--- src/rtl/pwrbusy_pkg.sv ---
`timescale 1ns/1ps
package pwrbusy_pkg;

  // Opcode values recognised by the controller
  localparam logic [7:0] OPC_RD_STATUS   = 8'h05;
  localparam logic [7:0] OPC_WR_ENABLE   = 8'h06;
  localparam logic [7:0] OPC_PROGRAM     = 8'h02;
  localparam logic [7:0] OPC_ERASE_4K    = 8'h20;
  localparam logic [7:0] OPC_ERASE_32K   = 8'h52;
  localparam logic [7:0] OPC_ERASE_64K   = 8'hD8;
  localparam logic [7:0] OPC_ERASE_ALL_A = 8'h60;
  localparam logic [7:0] OPC_ERASE_ALL_B = 8'hC7;
  localparam logic [7:0] OPC_SLEEP       = 8'hB9;
  localparam logic [7:0] OPC_WAKE        = 8'hAB;

  typedef enum logic [2:0] {
    CLS_NONE,
    CLS_STATUS,
    CLS_WREN,
    CLS_PROG,
    CLS_ERASE_BLK,
    CLS_ERASE_CHIP,
    CLS_SLEEP,
    CLS_WAKE
  } op_class_e;

  typedef enum logic [1:0] {
    PM_AWAKE,
    PM_ENTERING,
    PM_ASLEEP,
    PM_WAKING
  } pwr_mode_e;

  function automatic logic is_array_op(op_class_e c);
    return (c == CLS_PROG) || (c == CLS_ERASE_BLK) || (c == CLS_ERASE_CHIP);
  endfunction

endpackage

--- src/rtl/pwrbusy_decode.sv ---
`timescale 1ns/1ps
module pwrbusy_decode
  import pwrbusy_pkg::*;
(
  input  logic [7:0] op_code,
  output op_class_e  op_cls
);

  always_comb begin
    unique case (op_code)
      OPC_RD_STATUS:                    op_cls = CLS_STATUS;
      OPC_WR_ENABLE:                    op_cls = CLS_WREN;
      OPC_PROGRAM:                      op_cls = CLS_PROG;
      OPC_ERASE_4K, OPC_ERASE_32K,
      OPC_ERASE_64K:                    op_cls = CLS_ERASE_BLK;
      OPC_ERASE_ALL_A, OPC_ERASE_ALL_B: op_cls = CLS_ERASE_CHIP;
      OPC_SLEEP:                        op_cls = CLS_SLEEP;
      OPC_WAKE:                         op_cls = CLS_WAKE;
      default:                          op_cls = CLS_NONE;
    endcase
  end

endmodule

--- src/rtl/pwrbusy_timer.sv ---
`timescale 1ns/1ps
// Loadable down-counter: active while non-zero, expire in its last cycle
module pwrbusy_timer #(
  parameter int unsigned W = 8
)(
  input  logic         clk,
  input  logic         rst_n,
  input  logic         load,
  input  logic [W-1:0] load_val,
  output logic         active,
  output logic         expire
);

  logic [W-1:0] cnt;

  always_ff @(posedge clk or negedge rst_n) begin
    if (!rst_n)             cnt <= '0;
    else if (load)          cnt <= load_val;
    else if (cnt != '0)     cnt <= cnt - 1'b1;
  end

  assign active = (cnt != '0);
  assign expire = (cnt == W'(1));

endmodule

--- src/rtl/pwrbusy_array.sv ---
`timescale 1ns/1ps
// Self-timed program/erase tracking: busy period, failure bit, write latch
module pwrbusy_array
  import pwrbusy_pkg::*;
#(
  parameter int unsigned PROG_CYCLES        = 64,
  parameter int unsigned BLOCK_ERASE_CYCLES = 256,
  parameter int unsigned CHIP_ERASE_CYCLES  = 1024
)(
  input  logic      clk,
  input  logic      rst_n,
  input  logic      start,
  input  op_class_e start_cls,
  input  logic      wel_set,
  input  logic      fail_flag,
  output logic      busy,
  output logic      err,
  output logic      wel
);

  localparam int unsigned LONG_A  = (PROG_CYCLES > BLOCK_ERASE_CYCLES) ? PROG_CYCLES : BLOCK_ERASE_CYCLES;
  localparam int unsigned LONGEST = (LONG_A > CHIP_ERASE_CYCLES) ? LONG_A : CHIP_ERASE_CYCLES;
  localparam int unsigned W       = $clog2(LONGEST + 1);

  logic [W-1:0] load_val;
  logic         done;

  always_comb begin
    unique case (start_cls)
      CLS_PROG:      load_val = W'(PROG_CYCLES);
      CLS_ERASE_BLK: load_val = W'(BLOCK_ERASE_CYCLES);
      default:       load_val = W'(CHIP_ERASE_CYCLES);
    endcase
  end

  pwrbusy_timer #(.W(W)) u_busy_tmr (
    .clk      (clk),
    .rst_n    (rst_n),
    .load     (start),
    .load_val (load_val),
    .active   (busy),
    .expire   (done)
  );

  always_ff @(posedge clk or negedge rst_n) begin
    if (!rst_n)     err <= 1'b0;
    else if (start) err <= 1'b0;
    else if (done)  err <= fail_flag;
  end

  always_ff @(posedge clk or negedge rst_n) begin
    if (!rst_n)       wel <= 1'b0;
    else if (done)    wel <= 1'b0;
    else if (wel_set) wel <= 1'b1;
  end

endmodule

--- src/rtl/pwrbusy_power.sv ---
`timescale 1ns/1ps
// Power mode sequencer with recovery delays on entry and exit
module pwrbusy_power
  import pwrbusy_pkg::*;
#(
  parameter int unsigned SLEEP_ENTRY_CYCLES = 8,
  parameter int unsigned WAKE_CYCLES        = 16
)(
  input  logic      clk,
  input  logic      rst_n,
  input  logic      go_sleep,
  input  logic      go_wake,
  output pwr_mode_e mode,
  output logic      settling
);

  localparam int unsigned LONGEST = (SLEEP_ENTRY_CYCLES > WAKE_CYCLES) ? SLEEP_ENTRY_CYCLES : WAKE_CYCLES;
  localparam int unsigned W       = $clog2(LONGEST + 1);

  logic [W-1:0] load_val;
  logic         done;

  assign load_val = go_sleep ? W'(SLEEP_ENTRY_CYCLES) : W'(WAKE_CYCLES);

  pwrbusy_timer #(.W(W)) u_rec_tmr (
    .clk      (clk),
    .rst_n    (rst_n),
    .load     (go_sleep | go_wake),
    .load_val (load_val),
    .active   (settling),
    .expire   (done)
  );

  always_ff @(posedge clk or negedge rst_n) begin
    if (!rst_n)        mode <= PM_AWAKE;
    else if (go_sleep) mode <= PM_ENTERING;
    else if (go_wake)  mode <= PM_WAKING;
    else if (done) begin
      unique case (mode)
        PM_ENTERING: mode <= PM_ASLEEP;
        PM_WAKING:   mode <= PM_AWAKE;
        default:     mode <= mode;
      endcase
    end
  end

endmodule

--- src/rtl/pwrbusy_ctrl.sv ---
`timescale 1ns/1ps
module pwrbusy_ctrl
  import pwrbusy_pkg::*;
#(
  parameter int unsigned PROG_CYCLES        = 64,
  parameter int unsigned BLOCK_ERASE_CYCLES = 256,
  parameter int unsigned CHIP_ERASE_CYCLES  = 1024,
  parameter int unsigned SLEEP_ENTRY_CYCLES = 8,
  parameter int unsigned WAKE_CYCLES        = 16
)(
  input  logic       clk,
  input  logic       rst_n,
  input  logic       cs_n,
  input  logic       op_valid,
  input  logic [7:0] op_code,
  input  logic       fail_flag,
  output logic       op_accept,
  output logic       sts_busy,
  output logic       sts_err,
  output logic       sts_wel,
  output logic       sleeping
);

  op_class_e in_cls;
  op_class_e pend_cls;
  logic      pend_vld;
  logic      cs_q;
  logic      cs_rise;
  logic      exec;
  logic      take;
  pwr_mode_e mode;
  logic      settling;

  pwrbusy_decode u_dec (
    .op_code (op_code),
    .op_cls  (in_cls)
  );

  // Which opcodes the current state admits
  always_comb begin
    op_accept = 1'b0;
    if (!settling) begin
      unique case (mode)
        PM_ASLEEP: op_accept = (in_cls == CLS_WAKE);
        PM_AWAKE: begin
          if (sts_busy) begin
            op_accept = (in_cls == CLS_STATUS);
          end else begin
            unique case (in_cls)
              CLS_STATUS, CLS_WREN, CLS_SLEEP:           op_accept = 1'b1;
              CLS_PROG, CLS_ERASE_BLK, CLS_ERASE_CHIP:   op_accept = sts_wel;
              default:                                   op_accept = 1'b0;
            endcase
          end
        end
        default: op_accept = 1'b0;
      endcase
    end
  end

  assign cs_rise = cs_n & ~cs_q;
  assign take    = op_valid & op_accept & ~cs_n & ~pend_vld;
  assign exec    = cs_rise & pend_vld;

  always_ff @(posedge clk or negedge rst_n) begin
    if (!rst_n) begin
      cs_q     <= 1'b1;
      pend_vld <= 1'b0;
      pend_cls <= CLS_NONE;
    end else begin
      cs_q <= cs_n;
      if (cs_rise) begin
        pend_vld <= 1'b0;
      end else if (take) begin
        pend_vld <= 1'b1;
        pend_cls <= in_cls;
      end
    end
  end

  pwrbusy_array #(
    .PROG_CYCLES        (PROG_CYCLES),
    .BLOCK_ERASE_CYCLES (BLOCK_ERASE_CYCLES),
    .CHIP_ERASE_CYCLES  (CHIP_ERASE_CYCLES)
  ) u_array (
    .clk       (clk),
    .rst_n     (rst_n),
    .start     (exec & is_array_op(pend_cls)),
    .start_cls (pend_cls),
    .wel_set   (exec & (pend_cls == CLS_WREN)),
    .fail_flag (fail_flag),
    .busy      (sts_busy),
    .err       (sts_err),
    .wel       (sts_wel)
  );

  pwrbusy_power #(
    .SLEEP_ENTRY_CYCLES (SLEEP_ENTRY_CYCLES),
    .WAKE_CYCLES        (WAKE_CYCLES)
  ) u_power (
    .clk      (clk),
    .rst_n    (rst_n),
    .go_sleep (exec & (pend_cls == CLS_SLEEP)),
    .go_wake  (exec & (pend_cls == CLS_WAKE)),
    .mode     (mode),
    .settling (settling)
  );

  assign sleeping = (mode == PM_ASLEEP);

endmodule

--- config.mk ---
export PLATFORM = sky130hd
export DESIGN_NAME = pwrbusy_ctrl
export DESIGN_NICKNAME = d
export VERILOG_FILES = /design/src/rtl/pwrbusy_pkg.sv /design/src/rtl/pwrbusy_decode.sv /design/src/rtl/pwrbusy_timer.sv /design/src/rtl/pwrbusy_array.sv /design/src/rtl/pwrbusy_power.sv /design/src/rtl/pwrbusy_ctrl.sv
export SDC_FILE = /design/constraint.sdc
export NUM_CORES = 1
export LEC_CHECK = 0
export ABC_CLOCK_PERIOD_IN_PS = 2400
export BUFFER_PORTS_ARGS = -buffer_cell sky130_fd_sc_hd__buf_2
export CORE_ASPECT_RATIO = 1.75
export CORE_MARGIN = 2
export CORE_UTILIZATION = 45
export CTS_BUF_LIST = sky130_fd_sc_hd__clkbuf_4 sky130_fd_sc_hd__clkbuf_8 sky130_fd_sc_hd__clkbuf_16
export DETAILED_ROUTE_END_ITERATION = 12
export PLACE_DENSITY = 0.7
export RECOVER_POWER = 100
export SYNTH_ARGS = -nofsm -noshare
export SYNTH_HDL_FRONTEND = slang
export SYNTH_SLANG_ARGS = --single-unit
--- constraint.sdc ---
create_clock -name clk -period 2.4 [get_ports clk]
set_input_delay 0.48 -clock clk [delete_from_list [all_inputs] [get_ports clk]]
set_output_delay 0.48 -clock clk [all_outputs]
set_load 0.1 [all_outputs]
==> out/results.txt <==
DR WL met3 - 62 um
first-pass GRT wire length - 6240 um
number of H-tree levels - 1
top-count cell post-synth - dfrtp_1
storage element area - 627 um2
multi-input logic area - 898 um2
Max Used Layer - met4
Die Width - 48.0 um
register area share after synthesis - 41.0%
DR vias - 1428
CTS buffer count - 3
Die Height - 81.1 um
port buffer count - 17
clock slew seen by the registers of the worst setup and hold paths - 0.08 ns
die area - 3900 um2
vias in the first global route - 1519
FFs w/ async S/R, synth - 100%
wire per inst - 14.4 um
min Tclk post-route - 2.80 ns
Synth Net Count - 187
Post-Syn Instances - 168
Tightest Pin Transition - 1.33 ns
CTS tree - yes
RSZ-0062 raised after global routing - true
drt first-iter violations - 30
GPL Wtd Cong - 0.802
GRT overflow - 0
hold crit path type - primary input to register
Post-Synthesis Cell Area - 1530 um2
worst slew margin relative to its limit - 11.4%
Area Overhead vs Synth - 28.1%
synth warn - 0
Overall Global Routing Usage - 21.9%
final hold viol count - 0
number of flops mapped to enable cells by yosys - 0
CTS root buffer - clkbuf_8
via/cell ratio - 5.51
Critical Path Source Type - register
drt pass-1 iters - 4
clock sink count - 25
fin nets - 234
Routed WL - 3740 um
final number of setup-violating endpoints - 5
largest net degree at the start of global routing - 26
Post-route DRC - 0
CP required - 1.92 ns
worst-skew pair later-pin latency - 0.27 ns
CORE AREA - 3330 um2
maximum VDD drop - 0.294 mV
FMAX - 0.357 GHz
PD cells - 386 nW/um2
Leakage Power - 0.868 nW
CP arrival - 2.32 ns
Synth area leader - dfrtp_1
status - finished, violations left
Ports - 18
number of fill cells in the layout - 302
post-DP HPWL - 2920 um
met1 wire length - 1460 um
main area contributors after synthesis - dfrtp_1, ha_1, nor2_1
CTS max path bufs - 2
Slew Limit Fails - 0
PnR worst setup slack - -0.398 ns
critical path peak fanout - 3
Setup CP Type - register to output pin
fraction of layout cells with a size suffix above 1 - 26.6%
crit share post-route - 117%
top-area cell type share of the netlist area - 39.3%
Core Util, Final - 58.8%
syn_area_per_cell - 9.09 um2
Final ANT Viol Nets - 0
Synth Register Bits - 25
most used flip-flop cell after synthesis - dfrtp_1
initial antenna violation count - 0
top cells by count, synth - dfrtp_1, nor2_1, nand2_1
Clock Skews - 0.00272 ns
Inserted Diodes - 0
post-synth cell types - 42
# hold bufs at CTS - 0
Initial Util - 45.9%
failing checks - setup timing
MaxCap Viol Count - 0
Std-Cell Rows - 28
Worst Setup End Kind - output pin
TNS Setup - -0.442 ns
met2 WL post-DR - 2160 um
==> power breakdown <==
group	total (W)	switching, W	internal, W	leakage (nW)
Sequential	0.000424	0.00000102	0.000423	0.308
Clock	0.000260	0.000130	0.000130	0.0262
Combinational	0.0000716	0.0000426	0.0000290	0.534
==> layout make-up <==
| class | instances | area share [%] |
|---|---|---|
| repair buffers | 43 | 15.0 |
| flip-flops and latches | 25 | 32.0 |
| multi-input cells | 133 | 45.9 |
| inverters | 9 | 1.73 |
| well taps | 45 | 2.88 |
| clock buffers | 4 | 2.49 |
==> critical path, cell delays in order, from the launching register on <==
cell and delay, ns:
dfrtp_1 0.40, or4_4 0.56, nor3_4 0.14, and4b_1 0.26
and4_1 0.21, a41o_2 0.12, nor2_2 0.05, nor2_2 0.14
buf_12 0.19
==> path summary, 6_finish.rpt <==
path | startpoint | to | slack [ns] | cells past startpoint
worst max-delay path | u_array.u_busy_tmr.cnt[2] | op_accept | -0.40 | 8
worst min-delay path | cs_n | cs_q | 0.30 | 1
worst max register to register | u_array.u_busy_tmr.cnt[2] | u_array.u_busy_tmr.cnt[7] | 0.09 | 9
worst min register to register | u_array.err | u_array.err | 0.54 | 2
max in group asynchronous | rst_n | u_array.u_busy_tmr.cnt[0] | 1.13 | 1
min in group asynchronous | rst_n | u_power.u_rec_tmr.cnt[0] | 0.49 | 1
==> cells by family after synthesis <==
kind of cell / after synthesis / share of synthesized area, %
buf+inv: 10 / 2.46
simple gates: 82 / 29.6
xor+xnor: 10 / 5.73
flops: 25 / 41.0
fa+ha+maj: 6 / 4.91
mux: 5 / 3.60
compound gates: 30 / 12.7
==> cell usage in the layout (no fill, tap or decap), drive strengths merged, types with 2 or more instances in the layout <==
master   n
buf     36
dfrtp   24
nor2    20
nand2   18
clkbuf  11
inv      9
a21oi    9
o21ai    9
nor3     8
xnor2    7
ha       6
nand3    6
nor2b    5
mux2     4
or3      4
xor2     3
nor4     3
nand4b   2
nand3b   2
nand2b   2
nor4bb   2
nor4b    2
and4b    2
nor3b    2
a211oi   2
o211ai   2
==> stage by stage <==
step / hold WS, ns / power (W) / setup WS (ns) / cell area, um2 / std cells
after floorplan: 0.184 / 0.000456 / -0.718 / 1540 / 168
after global placement: 0.492 / 0.000499 / -0.374 / 1870 / 253
after detailed placement: 0.502 / 0.000502 / -0.437 / 1870 / 253
after CTS: 0.211 / 0.000765 / -0.445 / 1950 / 258
after global routing: 0.296 / 0.000791 / -0.551 / 1960 / 259
final: 0.300 / 0.000756 / -0.398 / 1960 / 259
==> per-layer routing <==
layer / vias up / GRT usage, %
met4: 0 / 7.57
met2: 22 / 41.3
met3: 6 / 3.11
met5: - / 0
li1: 692 / -
met1: 708 / 22.5
==> what timing repair did <==
action / in CTS / in global routing
gates resized for setup: 6 / 2
endpoints found under the setup margin: 5 / 5
setup buffers: 1 / 1
pin swaps: 3 / 3
==> flip-flops by register name, indices dropped and copies added (netlist names) <==
register and cells:
cs_q 1, pend_cls 3, pend_vld 1, u_array.err 1
u_array.u_busy_tmr.cnt 11, u_array.wel 1, u_power.mode 2, u_power.u_rec_tmr.cnt 5
No activity file was read; power rests on OpenSTA's default activity.
